<file path="src/rtl/spi_dbuf_pkg.sv">
package spi_dbuf_pkg;
    localparam int ADDR_W = 2;

    typedef enum logic [ADDR_W-1:0] {
        REG_DATA = 2'd0,
        REG_STAT = 2'd1,
        REG_DIV  = 2'd2,
        REG_RSVD = 2'd3
    } reg_sel_e;

    // status flag offsets counted down from the top bit of the data width
    localparam int ST_RXF_OFS = 1;
    localparam int ST_OVR_OFS = 2;
    localparam int ST_TXE_OFS = 3;
endpackage

</file>
<file path="src/rtl/spi_dbuf_tick.sv">
module spi_dbuf_tick #(
    parameter int DIV_W = 8
) (
    input  logic             clk,
    input  logic             rst_n,
    input  logic             en,
    input  logic [DIV_W-1:0] div,
    output logic             tick
);
    typedef struct packed {
        logic [DIV_W-1:0] cnt;
    } tick_st_t;

    tick_st_t st_d, st_q;

    always_comb begin
        st_d = st_q;
        tick = 1'b0;
        if (!en) begin
            st_d.cnt = '0;
        end else if (st_q.cnt >= div) begin
            tick     = 1'b1;
            st_d.cnt = '0;
        end else begin
            st_d.cnt = st_q.cnt + 1'b1;
        end
    end

    always_ff @(posedge clk or negedge rst_n) begin
        if (!rst_n) st_q <= '0;
        else        st_q <= st_d;
    end
endmodule

</file>
<file path="src/rtl/spi_dbuf_shift.sv">
module spi_dbuf_shift #(
    parameter int DW = 8
) (
    input  logic          clk,
    input  logic          rst_n,
    input  logic          tick,
    input  logic          ld_valid,
    input  logic [DW-1:0] ld_data,
    output logic          ld_take,
    output logic          busy,
    output logic          sck,
    output logic          mosi,
    input  logic          miso,
    output logic          done,
    output logic [DW-1:0] rx_data
);
    localparam int CNT_W = (DW > 1) ? $clog2(DW) : 1;
    localparam logic [CNT_W-1:0] LAST_BIT = CNT_W'(DW - 1);

    typedef struct packed {
        logic             active;
        logic             sck;
        logic [CNT_W-1:0] bitcnt;
        logic [DW-1:0]    tx_sh;
        logic [DW-1:0]    rx_sh;
    } sh_st_t;

    sh_st_t st_d, st_q;
    logic   last_bit;

    assign last_bit = (st_q.bitcnt == LAST_BIT);

    always_comb begin
        st_d    = st_q;
        ld_take = 1'b0;
        done    = 1'b0;
        if (!st_q.active) begin
            if (ld_valid) begin
                ld_take     = 1'b1;
                st_d.active = 1'b1;
                st_d.sck    = 1'b0;
                st_d.bitcnt = '0;
                st_d.tx_sh  = ld_data;
            end
        end else if (tick) begin
            if (!st_q.sck) begin
                // rising edge: capture the incoming bit
                st_d.sck   = 1'b1;
                st_d.rx_sh = {st_q.rx_sh[DW-2:0], miso};
            end else begin
                // falling edge: advance, finish or chain the next byte
                st_d.sck = 1'b0;
                if (last_bit) begin
                    done        = 1'b1;
                    st_d.bitcnt = '0;
                    if (ld_valid) begin
                        ld_take    = 1'b1;
                        st_d.tx_sh = ld_data;
                    end else begin
                        st_d.active = 1'b0;
                    end
                end else begin
                    st_d.bitcnt = st_q.bitcnt + 1'b1;
                    st_d.tx_sh  = {st_q.tx_sh[DW-2:0], 1'b0};
                end
            end
        end
    end

    always_ff @(posedge clk or negedge rst_n) begin
        if (!rst_n) st_q <= '0;
        else        st_q <= st_d;
    end

    assign busy    = st_q.active;
    assign sck     = st_q.sck;
    assign mosi    = st_q.active ? st_q.tx_sh[DW-1] : 1'b0;
    assign rx_data = st_q.rx_sh;
endmodule

</file>
<file path="src/rtl/spi_dbuf_regs.sv">
module spi_dbuf_regs
    import spi_dbuf_pkg::*;
#(
    parameter int DW    = 8,
    parameter int DIV_W = 8
) (
    input  logic              clk,
    input  logic              rst_n,
    input  logic              bus_sel,
    input  logic              bus_wr,
    input  logic [ADDR_W-1:0] bus_addr,
    input  logic [DW-1:0]     bus_wdata,
    output logic [DW-1:0]     bus_rdata,
    output logic              tx_valid,
    output logic [DW-1:0]     tx_data,
    input  logic              tx_take,
    input  logic              rx_done,
    input  logic [DW-1:0]     rx_byte,
    output logic [DIV_W-1:0]  div,
    output logic              rxfull,
    output logic              ovr,
    output logic [DW-1:0]     rxbuf
);
    typedef struct packed {
        logic [DW-1:0]    txbuf;
        logic             txfull;
        logic [DW-1:0]    rxbuf;
        logic             rxfull;
        logic             ovr;
        logic [DIV_W-1:0] div;
    } reg_st_t;

    reg_st_t       st_d, st_q;
    reg_sel_e      sel;
    logic          wr_data, wr_div, rd_data;
    logic [DW-1:0] stat;

    assign sel     = reg_sel_e'(bus_addr);
    assign wr_data = bus_sel &&  bus_wr && (sel == REG_DATA);
    assign wr_div  = bus_sel &&  bus_wr && (sel == REG_DIV);
    assign rd_data = bus_sel && !bus_wr && (sel == REG_DATA);

    always_comb begin
        st_d = st_q;
        if (wr_data && !st_q.txfull) begin
            st_d.txbuf  = bus_wdata;
            st_d.txfull = 1'b1;
        end
        if (tx_take) st_d.txfull = 1'b0;
        if (wr_div)  st_d.div = DIV_W'(bus_wdata);
        if (rd_data) begin
            st_d.rxfull = 1'b0;
            st_d.ovr    = 1'b0;
        end
        if (rx_done) begin
            if (st_q.rxfull && !rd_data) begin
                st_d.ovr = 1'b1;
            end else begin
                st_d.rxbuf  = rx_byte;
                st_d.rxfull = 1'b1;
            end
        end
    end

    always_ff @(posedge clk or negedge rst_n) begin
        if (!rst_n) st_q <= '0;
        else        st_q <= st_d;
    end

    always_comb begin
        stat                 = '0;
        stat[DW-ST_RXF_OFS]  = st_q.rxfull;
        stat[DW-ST_OVR_OFS]  = st_q.ovr;
        stat[DW-ST_TXE_OFS]  = !st_q.txfull;
        case (sel)
            REG_DATA: bus_rdata = st_q.rxbuf;
            REG_STAT: bus_rdata = stat;
            REG_DIV:  bus_rdata = DW'(st_q.div);
            default:  bus_rdata = '0;
        endcase
    end

    assign tx_valid = st_q.txfull;
    assign tx_data  = st_q.txbuf;
    assign div      = st_q.div;
    assign rxfull   = st_q.rxfull;
    assign ovr      = st_q.ovr;
    assign rxbuf    = st_q.rxbuf;
endmodule

</file>
<file path="src/rtl/spi_dbuf_master.sv">
module spi_dbuf_master
    import spi_dbuf_pkg::*;
#(
    parameter int DW    = 8,
    parameter int DIV_W = 8
) (
    input  logic              clk,
    input  logic              rst_n,
    input  logic              bus_sel,
    input  logic              bus_wr,
    input  logic [ADDR_W-1:0] bus_addr,
    input  logic [DW-1:0]     bus_wdata,
    output logic [DW-1:0]     bus_rdata,
    output logic              sck,
    output logic              mosi,
    input  logic              miso
);
    logic             st_txfull;
    logic [DW-1:0]    st_txbuf;
    logic             eng_take, eng_busy, eng_done, eng_tick;
    logic [DW-1:0]    eng_rx;
    logic [DIV_W-1:0] cfg_div;
    logic             st_rxfull, st_ovr;
    logic [DW-1:0]    st_rxbuf;

    spi_dbuf_regs #(.DW(DW), .DIV_W(DIV_W)) u_regs (
        .clk       (clk),
        .rst_n     (rst_n),
        .bus_sel   (bus_sel),
        .bus_wr    (bus_wr),
        .bus_addr  (bus_addr),
        .bus_wdata (bus_wdata),
        .bus_rdata (bus_rdata),
        .tx_valid  (st_txfull),
        .tx_data   (st_txbuf),
        .tx_take   (eng_take),
        .rx_done   (eng_done),
        .rx_byte   (eng_rx),
        .div       (cfg_div),
        .rxfull    (st_rxfull),
        .ovr       (st_ovr),
        .rxbuf     (st_rxbuf)
    );

    spi_dbuf_tick #(.DIV_W(DIV_W)) u_tick (
        .clk   (clk),
        .rst_n (rst_n),
        .en    (eng_busy),
        .div   (cfg_div),
        .tick  (eng_tick)
    );

    spi_dbuf_shift #(.DW(DW)) u_shift (
        .clk      (clk),
        .rst_n    (rst_n),
        .tick     (eng_tick),
        .ld_valid (st_txfull),
        .ld_data  (st_txbuf),
        .ld_take  (eng_take),
        .busy     (eng_busy),
        .sck      (sck),
        .mosi     (mosi),
        .miso     (miso),
        .done     (eng_done),
        .rx_data  (eng_rx)
    );
endmodule

</file>
<file path="config.mk">
export PLATFORM = sky130hd
export DESIGN_NAME = spi_dbuf_master
export DESIGN_NICKNAME = d
export VERILOG_FILES = /design/src/rtl/spi_dbuf_pkg.sv /design/src/rtl/spi_dbuf_tick.sv /design/src/rtl/spi_dbuf_shift.sv /design/src/rtl/spi_dbuf_regs.sv /design/src/rtl/spi_dbuf_master.sv
export SDC_FILE = /design/constraint.sdc
export NUM_CORES = 1
export LEC_CHECK = 0
export ABC_AREA = 1
export BUFFER_PORTS_ARGS = -buffer_cell sky130_fd_sc_hd__buf_2
export CAP_MARGIN = 5
export CORE_MARGIN = 2
export CORE_UTILIZATION = 60
export DETAILED_ROUTE_END_ITERATION = 6
export GPL_ROUTABILITY_DRIVEN = 0
export PLACE_DENSITY = 0.8
export SETUP_SLACK_MARGIN = 0.05
export SLEW_MARGIN = 5
export SYNTH_ARGS = -nofsm -noshare
export SYNTH_HDL_FRONTEND = slang
export SYNTH_SLANG_ARGS = --single-unit
</file>
<file path="constraint.sdc">
create_clock -name clk -period 2.7 [get_ports clk]
set_input_delay 0 -clock clk [delete_from_list [all_inputs] [get_ports clk]]
set_output_delay 0 -clock clk [all_outputs]
set_load 0.01 [all_outputs]
</file>
-- Word level (Yosys, flattened, before mapping)
Index checks and enable logic that the tools add are counted.
- $lt $le $gt $ge: 1
- add/subtract/negate cells: 2
- reduce and logical (&&, ||, !) cells: 18
- multiplexer cells: 31
- bitwise logic cells: 2
- eq/ne operators: 6
- operators with widths (cell ; number):
    two-way mux 8 bit ; 4
    two-way mux 13 bit ; 2
    case mux 8 bit (3 select lines) ; 1
    two-way mux 11 bit ; 2
    two-way mux 21 bit ; 1
    two-way mux 1 bit ; 19
    adder 8 x 1 -> 8 bit (second input constant) ; 1
    greater-or-equal comparator 8 bit ; 1
    logical AND 1 bit ; 7
    AND reduction 3 bit ; 2
    two-way mux 2 bit ; 2
    inequality test 2 bit (second input constant) ; 2
    AND reduction 2 bit ; 2
    AND reduction 4 bit ; 1
    nonzero test 2 bit ; 2
    adder 3 x 1 -> 3 bit (second input constant) ; 1
    == test 3 bit (second input constant) ; 1
    logical NOT 1 bit ; 3
    inequality test 3 bit (second input constant) ; 1
    == test 2 x 1 -> 1 bit (second input constant) ; 1
    == test 2 bit (second input constant) ; 1
    logical NOT 2 bit ; 1
    inverter 1 bit ; 2
- register bits: 56
- input bits: 15
- output and inout bits: 10

-- Depth between registers and ports, before layout
- depth in word-level cells: 7
- mapped depth: 14
- gate-level depth less buffers: 14

-- Modules after synthesis
From an unflattened synthesis, not the netlist that was laid out.
- cells, all modules: 381
- area total of the unflattened synthesis: 3131.8 µm²
- modules (own cells, without submodules) (module ; sequential area each (µm²) ; times used ; cells each ; area an instance (µm²)):
    spi_dbuf_regs ; 675.6 ; 1 ; 130 ; 1258.7
    spi_dbuf_shift ; 525.5 ; 1 ; 166 ; 1238.7
    spi_dbuf_tick ; 200.2 ; 1 ; 85 ; 634.4

-- Least setup slack after synthesis
OpenSTA, ideal clock, no wires.
- path type: flip-flop to flip-flop
- start: reg u_tick.st_q[3] in the netlist's numbering
- end: reg u_regs.st_q, in the netlist u_regs.tx_valid
- setup slack: 1.120 ns
- arrival: 1.442 ns
- cell stages (with the launch flop): 12
- library setup time: 0.138 ns
- period minus slack after synthesis: 1.580 ns
- path buffers: 1
- cells stage by stage: dfrtp_1 -> ha_1 -> nand2_1 -> nor2_1 -> nor2_1 -> nand2_1 -> nand2_2 -> nand2_4 -> nand2_4 -> nor2_4 -> buf_6 -> o21ai_0
- word-level cells in the longest chain between the ends: 6
- ends and longest elaborated chain (element ; line ; source):
    from (decl) ; spi_dbuf_tick.sv:14 ; tick_st_t st_d, st_q;
    from (signal assigned) ; spi_dbuf_tick.sv:31 ; else st_q <= st_d;
    greater-or-equal comparator 8 bit (*) ; spi_dbuf_tick.sv:21 ; end else if (st_q.cnt >= div) begin
    two-way mux 1 bit (*) ; spi_dbuf_tick.sv:21 ;
    two-way mux 1 bit (*) ; spi_dbuf_tick.sv:19 ; if (!en) begin
    two-way mux 1 bit (*) ; spi_dbuf_shift.sv:45 ; end else if (tick) begin
    two-way mux 1 bit (*) ; spi_dbuf_shift.sv:37 ; if (!st_q.active) begin
    two-way mux 1 bit or nonzero test 2 bit (tied branches) ; - ;
    to (signal assigned) ; spi_dbuf_regs.sv:67 ; else st_q <= st_d;
    to (decl) ; spi_dbuf_regs.sv:33 ; reg_st_t st_d, st_q;
Every way passes the cells marked *; elsewhere a longest branch is shown, timed or not.
A chain may end at the register's enable or synchronous reset.

-- Worst setup path in the final report
- start: reg u_tick.st_q[3] in the netlist's numbering
- end: reg u_regs.st_q, in the netlist u_regs.rxbuf[0]
- word-level cells in the longest chain between the ends: 6
- ends and longest elaborated chain (element ; line):
    greater-or-equal comparator 8 bit ; spi_dbuf_tick.sv:21
    two-way mux 1 bit ; spi_dbuf_tick.sv:21
    two-way mux 1 bit ; spi_dbuf_tick.sv:19
    two-way mux 1 bit ; spi_dbuf_shift.sv:45
    two-way mux 1 bit ; spi_dbuf_shift.sv:37
    AND reduction 2 bit (no line) ; -
Every way passes these cells.

==> flow_metrics.py <==
metrics = {
    "yosys": {
        "syn_avg_cell_area_sq_um": 8.49,
        "postSynthCellCount": 341,
        "async_reset_ff_share_pct": 100,
        "synth_edf_count": 0,
        "synth_ff_type": "dfrtp_1",
        "yosysSeqAreaShare_pct": 48.4,
        "syn_nets": 367,
        "yosys_warnings": 0,
        "netlist_area_sq_um": 2890,
        "yosys.area.top_type": "dfrtp_1",
        "netlist_top_cells_area": "dfrtp_1 48%, nand2_1 14%, nand3_1 7.3%",
        "synth-seq-cells": 56,
        "netlist.area_leader.share_pct": 48.4,
        "ys_types": 33,
    },
    "sta": {
        "relSlewSlack_pct": 66.7,
        "tns_ns": 0,
        "setup_viol": 0,
        "worst_slew_pin_slew_ns": 0.499,
        "report.final.slew_viol_count": 0,
        "rsz0062_at_grt": "false",
        "max_freq_mhz": 496,
        "finClkSkew_ns": 0.00732,
        "hold_viol_final": 0,
        "fin_crit_ns": 2.02,
        "fin_crit_sh_pct": 74.7,
        "fin_ws_ns": 0.683,
    },
    "power_and_ir_drop": {
        "power_density_nw_per_um2": 759,
        "power.total_mw": 2.47,
        "peakVddDrop_mv": 0.438,
        "p_leak_nw": 1.74,
    },
    "clocking": {
        "cts.sinks": 56,
        "htreeDepth": 2,
        "clkSlewWorstSetupHoldPaths_ns": 0.10,
        "ctsResizeCount": 0,
        "cts_root_buf": "clkbuf_8",
        "worstSkewPairLatency_ns": 0.31,
        "clockBufferDepth": 2,
        "cts_tree": "yes",
        "cts_made_buffers": 5,
    },
    "grt": {
        "overflow": 0,
        "grt_pass1_wl_microns": 10700,
        "grt_max_degree": 39,
        "grt_pass1_vias": 2253,
        "grt_usage_pct": 25.8,
        "antenna_found_initial": 0,
    },
    "floorplan": {
        "initial_core_util_pct": 61.7,
        "dieArea_sq_um": 5390,
        "die_w_microns": 73.5,
        "die_h_microns": 73.5,
        "rows": 25,
        "coreArea_sq_um": 4690,
        "ioPinCount": 25,
    },
    "outcome": {
        "outcome": "finished clean",
    },
    "critical_path": {
        "crit_type": "reg2reg",
        "cp_max_fo": 11,
        "end_kind": "flip-flop",
        "crit_required_ns": 2.92,
        "reg2reg_depth": 12,
        "worstSetupStartpointType": "flip-flop",
        "worst_ep_arrival_time_ns": 2.23,
    },
    "layout": {
        "drive_gt1_share_pct": 15.2,
        "fill_cells": 385,
        "nets": 401,
        "syn_to_final_growth_pct": 12.4,
        "diodes": 0,
        "final_util_pct": 69.3,
        "final_cell_area_sq_um": 3250,
    },
    "detailed_routing": {
        "highest_layer": "met4",
        "routed_wl_microns": 6000,
        "ant_nets": 0,
        "route.vias.total": 2374,
        "post_drt_wl_per_cell_microns": 14.0,
        "vias_per_cell": 5.52,
        "drt_iter0_markers": 132,
        "dr.pass1.iters": 4,
        "dr_wl_met3_microns": 238,
        "wl_met2_microns": 2800,
        "met1_length_microns": 2850,
        "drcViolationCount": 0,
    },
    "placed_design": {
        "io_buffers": 24,
        "place_ws_ns": 0.716,
        "place_area_sq_um": 3040,
        "dp_hpwl_microns": 4310,
    },
    "worst_hold_path": {
        "hold_class": "in2reg",
        "whs_path_depth": 4,
    },
    "flow_run": {
        "cap_violations": 0,
    },
}
## metal layers
layer	vias up	GRT usage [%]
met5	-	0
met4	0	7.68
met3	14	4.66
met2	59	40.1
met1	1119	37.2
li1	1182	-
## stage by stage
stage	hold slack, ns	cells
2_1_floorplan	-0.296	341
3_3_place_gp	-0.0418	412
3_5_place_dp	-0.0377	412
4_1_cts	0.0161	430
5_1_grt	0.0242	430
6_report	0.0261	430
## registers in the layout, indices dropped and copies added (netlist names)
signal / flops
u_tick.st_q: 8
u_regs.div: 8
u_regs.rxbuf: 8
u_shift.busy: 1
u_regs.tx_valid: 1
u_regs.tx_data: 8
u_regs.ovr: 1
u_shift.st_q: 11
u_shift.rx_data: 8
u_shift.sck: 1
u_regs.rxfull: 1
## critical path, stage by stage, from the launching register on
cell,delay (ns)
dfrtp_1,0.44
ha_1,0.32
nand2_1,0.07
nor2_1,0.10
nor2_1,0.05
nand2_1,0.06
nand2_2,0.07
nand2_4,0.15
nand2_4,0.11
nor2_4,0.24
nand2_2,0.16
nand2_1,0.10
nand2_1,0.05
## cell families after synthesis
kind of cell	share of synthesized area, %
and+or+nand+nor	29.1
DFF	48.4
buffers and inverters	6.87
AOI/OAI and AO/OA	7.18
adders and majority gates	4.76
muxes	2.72
xor gates and xnor gates	0.908
## cell usage in the layout (no fill, tap or decap)
| cell | count |
|---|---|
| buf_4 | 2 |
| o21ai_2 | 1 |
| nor2_4 | 2 |
| nor2_1 | 13 |
| dlygate4sd3_1 | 10 |
| ha_1 | 11 |
| xnor2_1 | 1 |
| nand4_2 | 1 |
| nand3b_1 | 1 |
| nand3_2 | 2 |
| mux2_2 | 7 |
| nor3b_1 | 2 |
| and3_1 | 1 |
| xor2_1 | 2 |
| inv_2 | 2 |
| a21oi_1 | 3 |
| buf_2 | 24 |
| dfrtp_1 | 56 |
| clkinv_1 | 1 |
| nand3_4 | 1 |
| inv_1 | 34 |
| o211ai_1 | 3 |
| nand3_1 | 42 |
| a22o_1 | 1 |
| clkinv_4 | 2 |
| o21a_1 | 1 |
| clkbuf_8 | 5 |
| nor3_1 | 2 |
| nand2_2 | 3 |
| nor2_8 | 1 |
| o21ai_0 | 25 |
| o21ai_1 | 4 |
| nand4_1 | 1 |
| nand2_4 | 3 |
| bufinv_16 | 1 |
| nand2_1 | 105 |
## cell type report
cell class                      instances  area (sq um)  area share [%]
Sequential cell                        56          1400            43.1
Multi-Input combinational cell        239          1290            39.8
Timing Repair Buffer                   36           235            7.23
Inverter                               37           139            4.27
Clock buffer                            5          68.8            2.12
Tap cell                               54          67.6            2.08
Clock inverter                          3          47.5            1.46
## report_power, final
group	internal (mW)	total, mW	switching [mW]
clock	0.280	0.566	0.286
combinational	0.257	0.702	0.444
sequential	1.02	1.20	0.187
total	1.55	2.47	0.917
## cell usage after synthesis, drive strengths merged, types with 2 or more instances
| master | number |
|---|---|
| nand2 | 111 |
| dfrtp | 56 |
| nand3 | 45 |
| inv | 36 |
| o21ai | 30 |
| nor2 | 16 |
| ha | 11 |
| mux2 | 7 |
| buf | 6 |
| a21oi | 3 |
| clkbuf | 3 |
| o211ai | 3 |
| nand4 | 2 |
| nor3 | 2 |
| nor3b | 2 |
| xor2 | 2 |
## repair_timing
| action | in CTS | in global routing |
|---|---|---|
| hold endpoints to repair | 34 | 0 |
| endpoints found under the setup margin | 0 | 0 |
| setup buffers | 0 | 0 |
| hold buffers | 10 | 0 |
## final timing paths
path                                                to  slack (ns)                   startpoint
hold reg to reg            u_regs.rxbuf[4]$_DFFE_PN0P_        0.49  u_regs.rxbuf[4]$_DFFE_PN0P_
min in group asynchronous     u_tick.st_q[4]$_DFF_PN0_        0.14                        rst_n
hold / removal                    u_regs.ovr$_DFF_PN0_        0.03                       bus_wr
setup reg to reg           u_regs.rxbuf[0]$_DFFE_PN0P_        0.68     u_tick.st_q[3]$_DFF_PN0_
setup / recovery           u_regs.rxbuf[0]$_DFFE_PN0P_        0.68     u_tick.st_q[3]$_DFF_PN0_
max in group asynchronous       u_shift.busy$_DFF_PN0_        1.74                        rst_n
Note: power is estimated with default switching activity, not from simulation.
